`src/rtl/dual_timer_pkg.sv`:
```
package dual_timer_pkg;

  typedef enum logic [2:0] {
    RA_CTRL   = 3'd0,
    RA_CNT_LO = 3'd1,
    RA_CNT_HI = 3'd2,
    RA_CMP_A  = 3'd3,
    RA_CMP_B  = 3'd4,
    RA_FLAG   = 3'd5,
    RA_MASK   = 3'd6
  } reg_addr_e;

  typedef enum logic [2:0] {
    CS_OFF   = 3'd0,
    CS_ALL   = 3'd1,
    CS_P8    = 3'd2,
    CS_P64   = 3'd3,
    CS_P256  = 3'd4,
    CS_P1024 = 3'd5,
    CS_FALL  = 3'd6,
    CS_RISE  = 3'd7
  } clk_sel_e;

  typedef struct packed {
    logic     top_cmp;
    logic     wide;
    clk_sel_e sel;
  } ctrl_t;

  localparam int unsigned CTRL_W = $bits(ctrl_t);
  localparam int unsigned FLAG_N = 3;
  localparam int unsigned FL_OVF = 0;
  localparam int unsigned FL_MA  = 1;
  localparam int unsigned FL_MB  = 2;
  localparam int unsigned PRE_N  = 4;

endpackage

```
`src/rtl/tick_select.sv`:
```
module tick_select
  import dual_timer_pkg::*;
#(
  parameter int unsigned SYNC_N = 2
) (
  input  logic             clk,
  input  logic             rst_n,
  input  clk_sel_e         sel,
  input  logic [PRE_N-1:0] pre_tick,
  input  logic             ext_pin,
  output logic             tick
);

  logic [SYNC_N-1:0] sync_q;
  logic              prev_q;
  logic              pin_s;
  logic              rise;
  logic              fall;
  logic [1:0]        pidx;

  assign pin_s = sync_q[SYNC_N-1];
  assign rise  = pin_s & ~prev_q;
  assign fall  = ~pin_s & prev_q;
  assign pidx  = 2'(3'(sel) - 3'd2);

  always_ff @(posedge clk or negedge rst_n) begin
    if (!rst_n) begin
      sync_q <= '0;
      prev_q <= 1'b0;
    end else begin
      sync_q <= {sync_q[SYNC_N-2:0], ext_pin};
      prev_q <= pin_s;
    end
  end

  always_comb begin
    unique case (sel)
      CS_OFF:                            tick = 1'b0;
      CS_ALL:                            tick = 1'b1;
      CS_P8, CS_P64, CS_P256, CS_P1024:  tick = pre_tick[pidx];
      CS_FALL:                           tick = fall;
      CS_RISE:                           tick = rise;
      default:                           tick = 1'b0;
    endcase
  end

  // two detected rising edges are never in back-to-back cycles
  a_r5_edge_gap: assert property (@(posedge clk) disable iff (!rst_n)
    (sel == CS_RISE && tick) |=> (sel != CS_RISE || !tick));

endmodule

```
`src/rtl/count_core.sv`:
```
module count_core #(
  parameter int unsigned BW = 8
) (
  input  logic            clk,
  input  logic            rst_n,
  input  logic            tick,
  input  logic            wide,
  input  logic            top_cmp,
  input  logic [BW-1:0]   cmp_a,
  input  logic [BW-1:0]   cmp_b,
  input  logic            wr_lo,
  input  logic            wr_hi,
  input  logic [BW-1:0]   wdata,
  output logic [2*BW-1:0] cnt,
  output logic            ovf_evt,
  output logic            match_a_evt,
  output logic            match_b_evt
);

  localparam int unsigned CW = 2 * BW;

  logic [CW-1:0] cnt_q, cur, max_v, cmp_v, top_v, step_v, cnt_d;
  logic          at_top;

  always_comb begin
    cur    = wide ? cnt_q : {{BW{1'b0}}, cnt_q[BW-1:0]};
    max_v  = wide ? {CW{1'b1}} : {{BW{1'b0}}, {BW{1'b1}}};
    cmp_v  = wide ? {cmp_b, cmp_a} : {{BW{1'b0}}, cmp_a};
    top_v  = top_cmp ? cmp_v : max_v;
    at_top = (cur == top_v);
    step_v = at_top ? '0 : cur + CW'(1);
    cnt_d  = cnt_q;
    if (tick) cnt_d = wide ? step_v : {cnt_q[CW-1:BW], step_v[BW-1:0]};
    if (wr_lo) cnt_d[BW-1:0]  = wdata;
    if (wr_hi) cnt_d[CW-1:BW] = wdata;
  end

  always_ff @(posedge clk or negedge rst_n) begin
    if (!rst_n) cnt_q <= '0;
    else        cnt_q <= cnt_d;
  end

  assign cnt         = cnt_q;
  assign ovf_evt     = tick && (cur == max_v);
  assign match_a_evt = tick && (cur == cmp_v);
  assign match_b_evt = tick && !wide && (cnt_q[BW-1:0] == cmp_b);

  // no tick and no write -> count holds
  a_r2_hold: assert property (@(posedge clk) disable iff (!rst_n)
    (!tick && !wr_lo && !wr_hi) |=> $stable(cnt_q));

  // a tick at TOP returns the low byte to zero
  a_r3_wrap: assert property (@(posedge clk) disable iff (!rst_n)
    (tick && at_top && !wr_lo && !wr_hi) |=> (cnt_q[BW-1:0] == '0));

endmodule

```
`src/rtl/flag_bank.sv`:
```
module flag_bank #(
  parameter int unsigned N = 3
) (
  input  logic         clk,
  input  logic         rst_n,
  input  logic [N-1:0] set_evt,
  input  logic         wr_flag,
  input  logic         wr_mask,
  input  logic [N-1:0] wdata,
  output logic [N-1:0] flags,
  output logic [N-1:0] mask,
  output logic         irq
);

  logic [N-1:0] flag_q, mask_q, clr;

  assign clr = wr_flag ? wdata : '0;

  always_ff @(posedge clk or negedge rst_n) begin
    if (!rst_n) begin
      flag_q <= '0;
      mask_q <= '0;
    end else begin
      flag_q <= (flag_q & ~clr) | set_evt;
      if (wr_mask) mask_q <= wdata;
    end
  end

  assign flags = flag_q;
  assign mask  = mask_q;
  assign irq   = |(flag_q & mask_q);

  for (genvar i = 0; i < N; i++) begin : g_chk
    // write-one clears a flag unless an event sets it in the same cycle
    a_r10_clear: assert property (@(posedge clk) disable iff (!rst_n)
      (wr_flag && wdata[i] && !set_evt[i]) |=> !flag_q[i]);
  end

endmodule

```
`src/rtl/dual_timer.sv`:
```
module dual_timer
  import dual_timer_pkg::*;
#(
  parameter int unsigned BYTE_W = 8,
  parameter int unsigned SYNC_N = 2
) (
  input  logic              clk,
  input  logic              rst_n,
  input  logic [2:0]        reg_addr,
  input  logic              reg_we,
  input  logic [BYTE_W-1:0] reg_wdata,
  output logic [BYTE_W-1:0] reg_rdata,
  input  logic [PRE_N-1:0]  pre_tick,
  input  logic              ext_pin,
  output logic              irq
);

  localparam int unsigned CW = 2 * BYTE_W;

  reg_addr_e         addr_e;
  ctrl_t             ctrl_q;
  logic [BYTE_W-1:0] cmp_a_q, cmp_b_q;
  logic [CW-1:0]     cnt;
  logic              tick;
  logic [FLAG_N-1:0] evt, flags, mask;
  logic              wr_flag;

  assign addr_e  = reg_addr_e'(reg_addr);
  assign wr_flag = reg_we && addr_e == RA_FLAG;

  always_ff @(posedge clk or negedge rst_n) begin
    if (!rst_n) begin
      ctrl_q  <= '0;
      cmp_a_q <= '0;
      cmp_b_q <= '0;
    end else if (reg_we) begin
      case (addr_e)
        RA_CTRL:  ctrl_q  <= ctrl_t'(reg_wdata[CTRL_W-1:0]);
        RA_CMP_A: cmp_a_q <= reg_wdata;
        RA_CMP_B: cmp_b_q <= reg_wdata;
        default:  ;
      endcase
    end
  end

  tick_select #(.SYNC_N(SYNC_N)) u_tick (
    .clk      (clk),
    .rst_n    (rst_n),
    .sel      (ctrl_q.sel),
    .pre_tick (pre_tick),
    .ext_pin  (ext_pin),
    .tick     (tick)
  );

  count_core #(.BW(BYTE_W)) u_core (
    .clk         (clk),
    .rst_n       (rst_n),
    .tick        (tick),
    .wide        (ctrl_q.wide),
    .top_cmp     (ctrl_q.top_cmp),
    .cmp_a       (cmp_a_q),
    .cmp_b       (cmp_b_q),
    .wr_lo       (reg_we && addr_e == RA_CNT_LO),
    .wr_hi       (reg_we && addr_e == RA_CNT_HI),
    .wdata       (reg_wdata),
    .cnt         (cnt),
    .ovf_evt     (evt[FL_OVF]),
    .match_a_evt (evt[FL_MA]),
    .match_b_evt (evt[FL_MB])
  );

  flag_bank #(.N(FLAG_N)) u_flags (
    .clk     (clk),
    .rst_n   (rst_n),
    .set_evt (evt),
    .wr_flag (wr_flag),
    .wr_mask (reg_we && addr_e == RA_MASK),
    .wdata   (reg_wdata[FLAG_N-1:0]),
    .flags   (flags),
    .mask    (mask),
    .irq     (irq)
  );

  always_comb begin
    case (addr_e)
      RA_CTRL:   reg_rdata = BYTE_W'(ctrl_q);
      RA_CNT_LO: reg_rdata = cnt[BYTE_W-1:0];
      RA_CNT_HI: reg_rdata = cnt[CW-1:BYTE_W];
      RA_CMP_A:  reg_rdata = cmp_a_q;
      RA_CMP_B:  reg_rdata = cmp_b_q;
      RA_FLAG:   reg_rdata = BYTE_W'(flags);
      RA_MASK:   reg_rdata = BYTE_W'(mask);
      default:   reg_rdata = '0;
    endcase
  end

  // the B match flag never rises in 16-bit mode
  a_r9_no_b_wide: assert property (@(posedge clk) disable iff (!rst_n)
    (ctrl_q.wide && !wr_flag) |=> !$rose(flags[FL_MB]));

endmodule

```
`config.mk`:
```
export PLATFORM = sky130hd
export DESIGN_NAME = dual_timer
export DESIGN_NICKNAME = d
export VERILOG_FILES = /design/src/rtl/dual_timer_pkg.sv /design/src/rtl/tick_select.sv /design/src/rtl/count_core.sv /design/src/rtl/flag_bank.sv /design/src/rtl/dual_timer.sv
export SDC_FILE = /design/constraint.sdc
export NUM_CORES = 1
export LEC_CHECK = 0
export BUFFER_PORTS_ARGS = -buffer_cell sky130_fd_sc_hd__buf_2
export CORE_ASPECT_RATIO = 1.2
export CORE_MARGIN = 3
export CORE_UTILIZATION = 31
export DETAILED_ROUTE_END_ITERATION = 7
export SKIP_CTS_REPAIR_TIMING = 1
export SKIP_LAST_GASP = 1
export SLEW_MARGIN = 0
export SYNTH_ARGS = -nofsm -noshare
export SYNTH_HDL_FRONTEND = slang
export SYNTH_HIERARCHICAL = 1
export SYNTH_SLANG_ARGS = --single-unit
```
`constraint.sdc`:
```
create_clock -name clk -period 2.5 [get_ports clk]
set_clock_uncertainty 0.1 [all_clocks]
set_input_delay 0.25 -clock clk [delete_from_list [all_inputs] [get_ports clk]]
set_output_delay 0.25 -clock clk [all_outputs]
set_load 0.01 [all_outputs]
```
==> impl_metrics.csv, run 1 <==
group,metric,value,unit
logic_synthesis,yosys.area_share.adder,0.386,%
finish,fillerInstances,1051,
logic_synthesis,asyncSetResetFlopFracSynth,100,%
cts,clock_tree.htree_level_count,2,
placement,port_buffers,27,
logic_synthesis,yosysSeqAreaShare,35.5,%
setup_path,critical_path_peak_fanout,12,
logic_synthesis,yosysUniqueCellTypes,63,
setup_path,setup.worst_path.class,"flop to flop",
logic_synthesis,postSynthNetCount,358,
global_routing,initial_antenna_violation_count,0,
logic_synthesis,synthMuxAreaShare,14.7,%
finish,insertedDiodeCount,0,
logic_synthesis,post_synth_inst_count,338,
routing,via_count,2898,
power_and_ir_drop,ratio_of_total_power_to_cell_area,760,nW/µm²
setup_path,r2r.worst_path.cells,7,
power_and_ir_drop,max-vdd-ir-drop,0.000359,V
sta,setup_violations,0,
sta,hold_viol_final,0,
finish,fin_nets,391,
cts,cts_buffer_depth,2,
routing,first_pass_drt_iterations,5,
global_routing,grt_overflow_total,0,
floorplan,die_width,99.4,µm
floorplan,dieArea,11700,µm²
logic_synthesis,compound_cell_area_share_of_the_yosys_netlist,18.3,%
setup_path,critical_path_depth,7,
routing,drt_iter0_markers,283,
logic_synthesis,syn_area_per_cell,9.59,µm²
routing,wire_per_inst,19.4,µm
cts,root_buffer_cell,"clkbuf_16",
setup_path,worstPathCellList,"nand2_1 > o221a_1 > o32ai_2 > nand2_1 > or3_1 > o31ai_1 > a2111oi_0",
setup_path,cpLargestDelayFamily,"simple AND/OR/NAND/NOR gates",
cts,cts.sink_count,46,
global_routing,globalRouteTotalUtil,16.6,%
hold_path,holdCritPathClass,"input pin to flop",
global_routing,grt_pass1_wl,15400,µm
job,max_capacitance_violation_count,0,
hold_path,worst_hold_path.num_cells,2,
setup_path,regToRegStartpoint,"ctrl_q[1]$_DFFE_PN0P_",
logic_synthesis,synth_warnings,6,
sta,hold_slack,0.148,ns
logic_synthesis,synth-edff-count,0,
placement,detailed_place_hpwl,7340,µm
logic_synthesis,post_synth_and_or_nand_nor_area_fraction,21.0,%
sta,worstMarginPinSlew,0.512,ns
finish,area_growth,16.9,%
sta,final.min_clock_period,2.40,ns
cts,cts_tree,"built",
routing,route.detailed.vias_per_inst,5.82,
setup_path,critical_path.reg2reg.endpoint,"u_core/cnt[9]$_DFFE_PN0P_",
setup_path,crit_buf_inv,0,
sta,timing_max_transition_violations_final,0,
cts,tritoncts.num_buffers,5,
placement,place_congestion,0.925,
finish,multi_input_comb_area,1910,µm²
routing,postRouteAntennaNets,0,
setup_path,worst_setup_path_startpoint,"ctrl_q[1]$_DFFE_PN0P_",
floorplan,core_area,10100,µm²
floorplan,start_util,32.1,%
cts,clk_transition_reported_paths,0.06,ns
routing,drt-total-wl,9650,µm
finish,area.sequential,1150,µm²
floorplan,num_io_pins,28,
global_routing,grt_max_degree,46,
setup_path,setup.reg_to_reg.worst_slack,0.1,ns
sta,fin_ws,0.0998,ns
hold_path,hold_path_startpoint,"reg_wdata[5]",
logic_synthesis,area_of_the_mapped_netlist,3240,µm²
setup_path,endpoint_kind,"flop",
setup_path,timing.critical_path.slowest_cell_delay,0.48,ns
logic_synthesis,ys_ff_latch,46,
sta,timing.fmax,417,MHz
setup_path,cp-start-kind,"flop",
placement,pre_cts_slack,0.119,ns
outcome,run_status,"finished clean",
setup_path,crit_path_frequent_cell,"nand2_1",
logic_synthesis,xor_xnor_cell_area_share_of_the_yosys_netlist,3.51,%
floorplan,chipHeight,118,µm
sta,min_period_over_period,96.0,%
cts,worst_skew_pair.late_latency,0.28,ns
setup_path,critical_path_arrival,2.42,ns
finish,layout_cells_sized_above_1,20.2,%
floorplan,rows,40,
global_routing,grt_pass1_vias,2784,
logic_synthesis,dominant_combinational_cell_family_by_area_after_synthesis,"simple AND/OR/NAND/NOR gates",
setup_path,crit_path_end,"u_core/cnt[9]$_DFFE_PN0P_",
setup_path,crit_slowest_cell,"dfrtp_1",
sta,grt_setup_unrepaired,"true",
sta,slew-limit-headroom,65.5,%
routing,drcViolationCount,0,
setup_path,cp_data_required_time,2.52,ns
power_and_ir_drop,cellLeakagePower,1.59,nW
logic_synthesis,dominantRegCellSynth,"dfrtp_1",
## area by class of cell
class,count,share of cell area (%)
clock buffers,6,3.40
inverters,24,2.38
clock inverters,2,0.990
multi-input cells,245,50.3
flip-flops and latches,46,30.4
repair buffers,49,8.38
well taps,126,4.16
## worst reg2reg max path, cell delays in order, from the launching register on
cell and delay, ns:
dfrtp_1 0.48, nand2_1 0.08, o221a_1 0.26, o32ai_2 0.21, nand2_1 0.40, or3_1 0.43, o31ai_1 0.18, a2111oi_0 0.10
## metal layers
| metal | vias up | routed length, µm | GRT usage, % |
|---|---|---|---|
| li1 | 1343 | - | - |
| met1 | 1402 | 4250 | 22.4 |
| met2 | 128 | 4510 | 26.5 |
| met3 | 25 | 541 | 2.79 |
| met4 | 0 | 354 | 6.40 |
| met5 | - | 0 | 0 |
## sequential cells by signal, indices dropped and copies added (netlist names)
name,cells
cmp_b_q,8
ctrl_q,5
u_core/cnt,16
u_flags/mask,3
u_tick/prev_q,1
u_tick/sync_q,2
cmp_a_q,8
u_flags/flags,3
## cells in the final DEF, fill, tap and decap left out, types with 5 or more instances in the layout
| cell | count |
|---|---|
| dfrtp_1 | 46 |
| buf_2 | 27 |
| inv_1 | 24 |
| buf_4 | 19 |
| nand2_1 | 18 |
| mux2_1 | 16 |
| nor3_1 | 14 |
| nand2b_1 | 13 |
| nor2_1 | 12 |
| mux2i_1 | 11 |
| nand3_1 | 10 |
| o31ai_1 | 10 |
| o21ai_0 | 9 |
| xor2_1 | 9 |
| a2111oi_0 | 9 |
| mux2_4 | 8 |
| nand4b_1 | 7 |
| a21oi_1 | 5 |
| clkbuf_16 | 5 |
| and3_1 | 5 |
## how the worst min path moves through the flow
| stage | slack, ns | end |
|---|---|---|
| 2_1_floorplan | -0.15 | cmp_a_q[0]$_DFFE_PN0P_ |
| 3_3_place_gp | -0.05 | u_tick/sync_q[0]$_DFF_PN0_ |
| 3_5_place_dp | -0.05 | u_tick/sync_q[0]$_DFF_PN0_ |
| 4_1_cts | -0.35 | u_tick/sync_q[0]$_DFF_PN0_ |
| 5_1_grt | 0.16 | cmp_b_q[3]$_DFFE_PN0P_ |
| 6_report | 0.15 | cmp_b_q[5]$_DFFE_PN0P_ |
## synth_stat cells (3+ instances only)
cell        n  area, µm²
nand4b_1    7       61.3
a2111oi_0  10       87.6
nor2b_1     4       25.0
a211oi_1    3       22.5
dfrtp_1    46       1150
o22ai_1     4       25.0
o2bb2ai_1   3       26.3
a222oi_1    3       30.0
nor4_1      3       18.8
a21oi_1     5       25.0
xnor2_1     4       35.0
nand4_1     4       25.0
xor2_1      9       78.8
nand2b_1   13       81.3
inv_1      24       90.1
o211ai_1    3       22.5
buf_2       8       40.0
and3_1      5       31.3
nand3_1    10       50.1
clkbuf_1   11       41.3
nor3_1     15       75.1
o31ai_1    10       75.1
mux2_1     16        180
nor2_1     13       48.8
a21o_1      4       30.0
buf_6       3       33.8
mux2i_1    11        110
nor3b_1     4       30.0
nand2_1    18       67.6
o21ai_0     9       45.0
mux2_4      8        120
## cells by family after synthesis
group                      count (synthesis)
and+or+nand+nor                          114
AOI/OAI and AO/OA                         78
buffers and inverters                     47
DFF                                       46
muxes                                     39
xor gates and xnor gates                  13
adders and majority gates                  1
## per-stage QoR
step                      std cells  power, W  TNS [ns]  util, %  instance area [µm²]
after floorplan                 338   0.00174         0        -                 3240
after global routing            498   0.00306   -0.0492     37.5                 3790
after detailed placement        488   0.00212         0     35.5                 3590
after CTS                       496   0.00288         0     37.2                 3760
final                           498   0.00288         0     37.5                 3790
after global placement          488   0.00210         0     35.5                 3590
## power breakdown
| group | internal [W] | switching [W] | leakage, nW |
|---|---|---|---|
| Clock | 0.000472 | 0.000270 | 0.0771 |
| Combinational | 0.000473 | 0.000529 | 0.938 |
| Sequential | 0.000900 | 0.000237 | 0.571 |
| Total | 0.00185 | 0.00104 | 1.59 |
(Power assumes the default switching activity.)
==> run 2, diff against run 1 <==
==> constraint.sdc (replaced) <==
create_clock -name clk -period 2.1 [get_ports clk]
set_clock_uncertainty 0.1 [all_clocks]
set_input_delay 0.21 -clock clk [delete_from_list [all_inputs] [get_ports clk]]
set_output_delay 0.21 -clock clk [all_outputs]
set_load 0.01 [all_outputs]
==> impl_metrics.csv, run 2 (same netlist as run 1, synthesis figures left out) <==
group,metric,value,unit
global_routing,grt_pass1_vias,3023,
sta,worstMarginPinSlew,0.513,ns
sta,slew-limit-headroom,65.5,%
setup_path,worstPathCellList,"nand2b_1 > o2111ai_1 > o41a_1 > a211o_2 > buf_4 > nand3_1 > a22oi_1",
finish,final_area,4240,µm²
finish,finalNonFillerCells,541,
power_and_ir_drop,max-vdd-ir-drop,0.000349,V
global_routing,grt_overflow_total,0,
hold_path,holdCritPathClass,"input pin to flop",
global_routing,globalRouteTotalUtil,17.3,%
cts,cts_buffer_depth,2,
finish,flip_flop_count_of_the_largest_register_after_layout,16,
setup_path,r2r.worst_path.cells,7,
outcome,run_status,"finished with violations",
cts,root_buffer_cell,"clkbuf_16",
routing,postRouteAntennaNets,0,
global_routing,grt_pass1_wl,16000,µm
sta,timing_max_transition_violations_final,0,
hold_path,hold_path_startpoint,"reg_wdata[4]",
routing,drcViolationCount,0,
placement,place_congestion,0.916,
sta,setup_violations,5,
sta,timing.fmax,470,MHz
sta,tns,-0.0655,ns
routing,route.detailed.vias_per_inst,5.61,
setup_path,cp-start-kind,"flop",
floorplan,core_area,10100,µm²
placement,place.detailed.instances,529,
finish,most-common-layout-cells,"61 x buf_4, 45 x dfrtp_1, 27 x buf_2, 23 x inv_1, 17 x nand2_1",
finish,area.sequential,1150,µm²
power_and_ir_drop,cellLeakagePower,1.83,nW
finish,fin_nets,436,
floorplan,rows,40,
hold_path,worstHoldEndpoint,"cmp_b_q[4]$_DFFE_PN0P_",
sta,fin_ws,-0.0278,ns
setup_path,setup.reg_to_reg.worst_slack,-0.03,ns
power_and_ir_drop,ratio_of_total_power_to_cell_area,867,nW/µm²
placement,placement_stage_cell_area,3910,µm²
floorplan,die_width,99.4,µm
floorplan,start_util,32.1,%
setup_path,critical_path.reg2reg.endpoint,"u_core/cnt[11]$_DFFE_PN0P_",
cts,clk_transition_reported_paths,0.06,ns
sta,grt_setup_unrepaired,"true",
cts,worst_skew_pair.late_latency,0.29,ns
setup_path,endpoint_kind,"flop",
outcome,failing_checks,"negative setup slack",
finish,finalCoreUtilization,42.0,%
hold_path,worst_hold_path.num_cells,2,
setup_path,setup.worst_path.class,"flop to flop",
setup_path,critical_path_peak_fanout,6,
cts,cts_tree,"built",
finish,area_growth,30.9,%
finish,multi_input_comb_area,2020,µm²
finish,insertedDiodeCount,0,
routing,via_count,3036,
setup_path,critical_path_arrival,2.19,ns
setup_path,crit_slowest_cell,"o41a_1",
routing,drt_iter0_markers,195,
setup_path,cp_data_required_time,2.17,ns
placement,port_buffers,27,
job,max_capacitance_violation_count,0,
global_routing,initial_antenna_violation_count,0,
setup_path,timing.critical_path.slowest_cell_delay,0.48,ns
floorplan,num_io_pins,28,
sta,final.min_clock_period,2.13,ns
finish,layout_cells_sized_above_1,32.5,%
cts,clock_tree.htree_level_count,2,
setup_path,regToRegStartpoint,"cmp_a_q[2]$_DFFE_PN0P_",
floorplan,chipHeight,118,µm
routing,drt-total-wl,10300,µm
routing,first_pass_drt_iterations,4,
sta,min_period_over_period,101,%
global_routing,grt_max_degree,30,
finish,layout_commonest_cell,"buf_4",
sta,hold_viol_final,0,
finish,fillerInstances,980,
routing,wire_per_inst,19.0,µm
cts,cts.sink_count,46,
cts,tritoncts.num_buffers,5,
floorplan,dieArea,11700,µm²
placement,detailed_place_hpwl,7740,µm
==> run 2: cell count changes in the layout (fill, tap and decap cells not counted), moves of 2 or more <==
cell / delta
a2111oi_0: -9
a2111oi_2: +6
buf_12: +2
a2111oi_1: +2
buf_4: +42
==> run 2: worst max path at each step <==
stage | startpoint | to | depth (start not counted)
floorplan | ctrl_q[1]$_DFFE_PN0P_ | u_core/cnt[14]$_DFFE_PN0P_ | 9
global placement | ctrl_q[1]$_DFFE_PN0P_ | u_core/cnt[13]$_DFFE_PN0P_ | 7
detailed placement | ctrl_q[1]$_DFFE_PN0P_ | u_core/cnt[12]$_DFFE_PN0P_ | 7
CTS | ctrl_q[1]$_DFFE_PN0P_ | u_core/cnt[13]$_DFFE_PN0P_ | 7
global route | u_core/cnt[9]$_DFFE_PN0P_ | u_core/cnt[10]$_DFFE_PN0P_ | 6
finish | cmp_a_q[2]$_DFFE_PN0P_ | u_core/cnt[11]$_DFFE_PN0P_ | 7
==> run 2: cell type report <==
type,count,area share (%)
inverter,24,2.12
sequential,46,27.2
tap,126,3.72
multi-input combinational,245,47.6
timing repair buffer,94,16.1
clock buffer,6,3.27
==> run 2: critical path, delay by kind of cell, from the launching register on <==
family	cells	cell delay (ns)
AO/OA/AOI/OAI	4	1.14
buffers and inverters	1	0.17
flip-flops	1	0.40
AND/OR/NAND/NOR	2	0.19
==> run 2: power by group <==
part	internal (W)	total [W]	leakage [nW]	switching (W)
combinational	0.000800	0.00161	1.19	0.000815
clock	0.000461	0.000787	0.0688	0.000326
sequential	0.00107	0.00128	0.570	0.000202
==> run 2: through the flow <==
stage / total power (W) / worst slack, ns / hold slack (ns)
finish: 0.00368 / -0.0278 / 0.108
global route: 0.00389 / -0.0895 / 0.124
CTS: 0.00354 / -0.159 / -0.156
detailed placement: 0.00274 / -0.129 / 0.147
global placement: 0.00271 / -0.113 / 0.144
floorplan: 0.00207 / 0.0255 / -0.186
==> run 2: per-layer routing <==
layer	vias up	wire length, µm	GRT usage, %
li1	1427	-	-
met2	100	4920	27.7
met3	27	567	2.55
met4	0	371	7.86
met5	-	0	0
met1	1482	4450	22.8
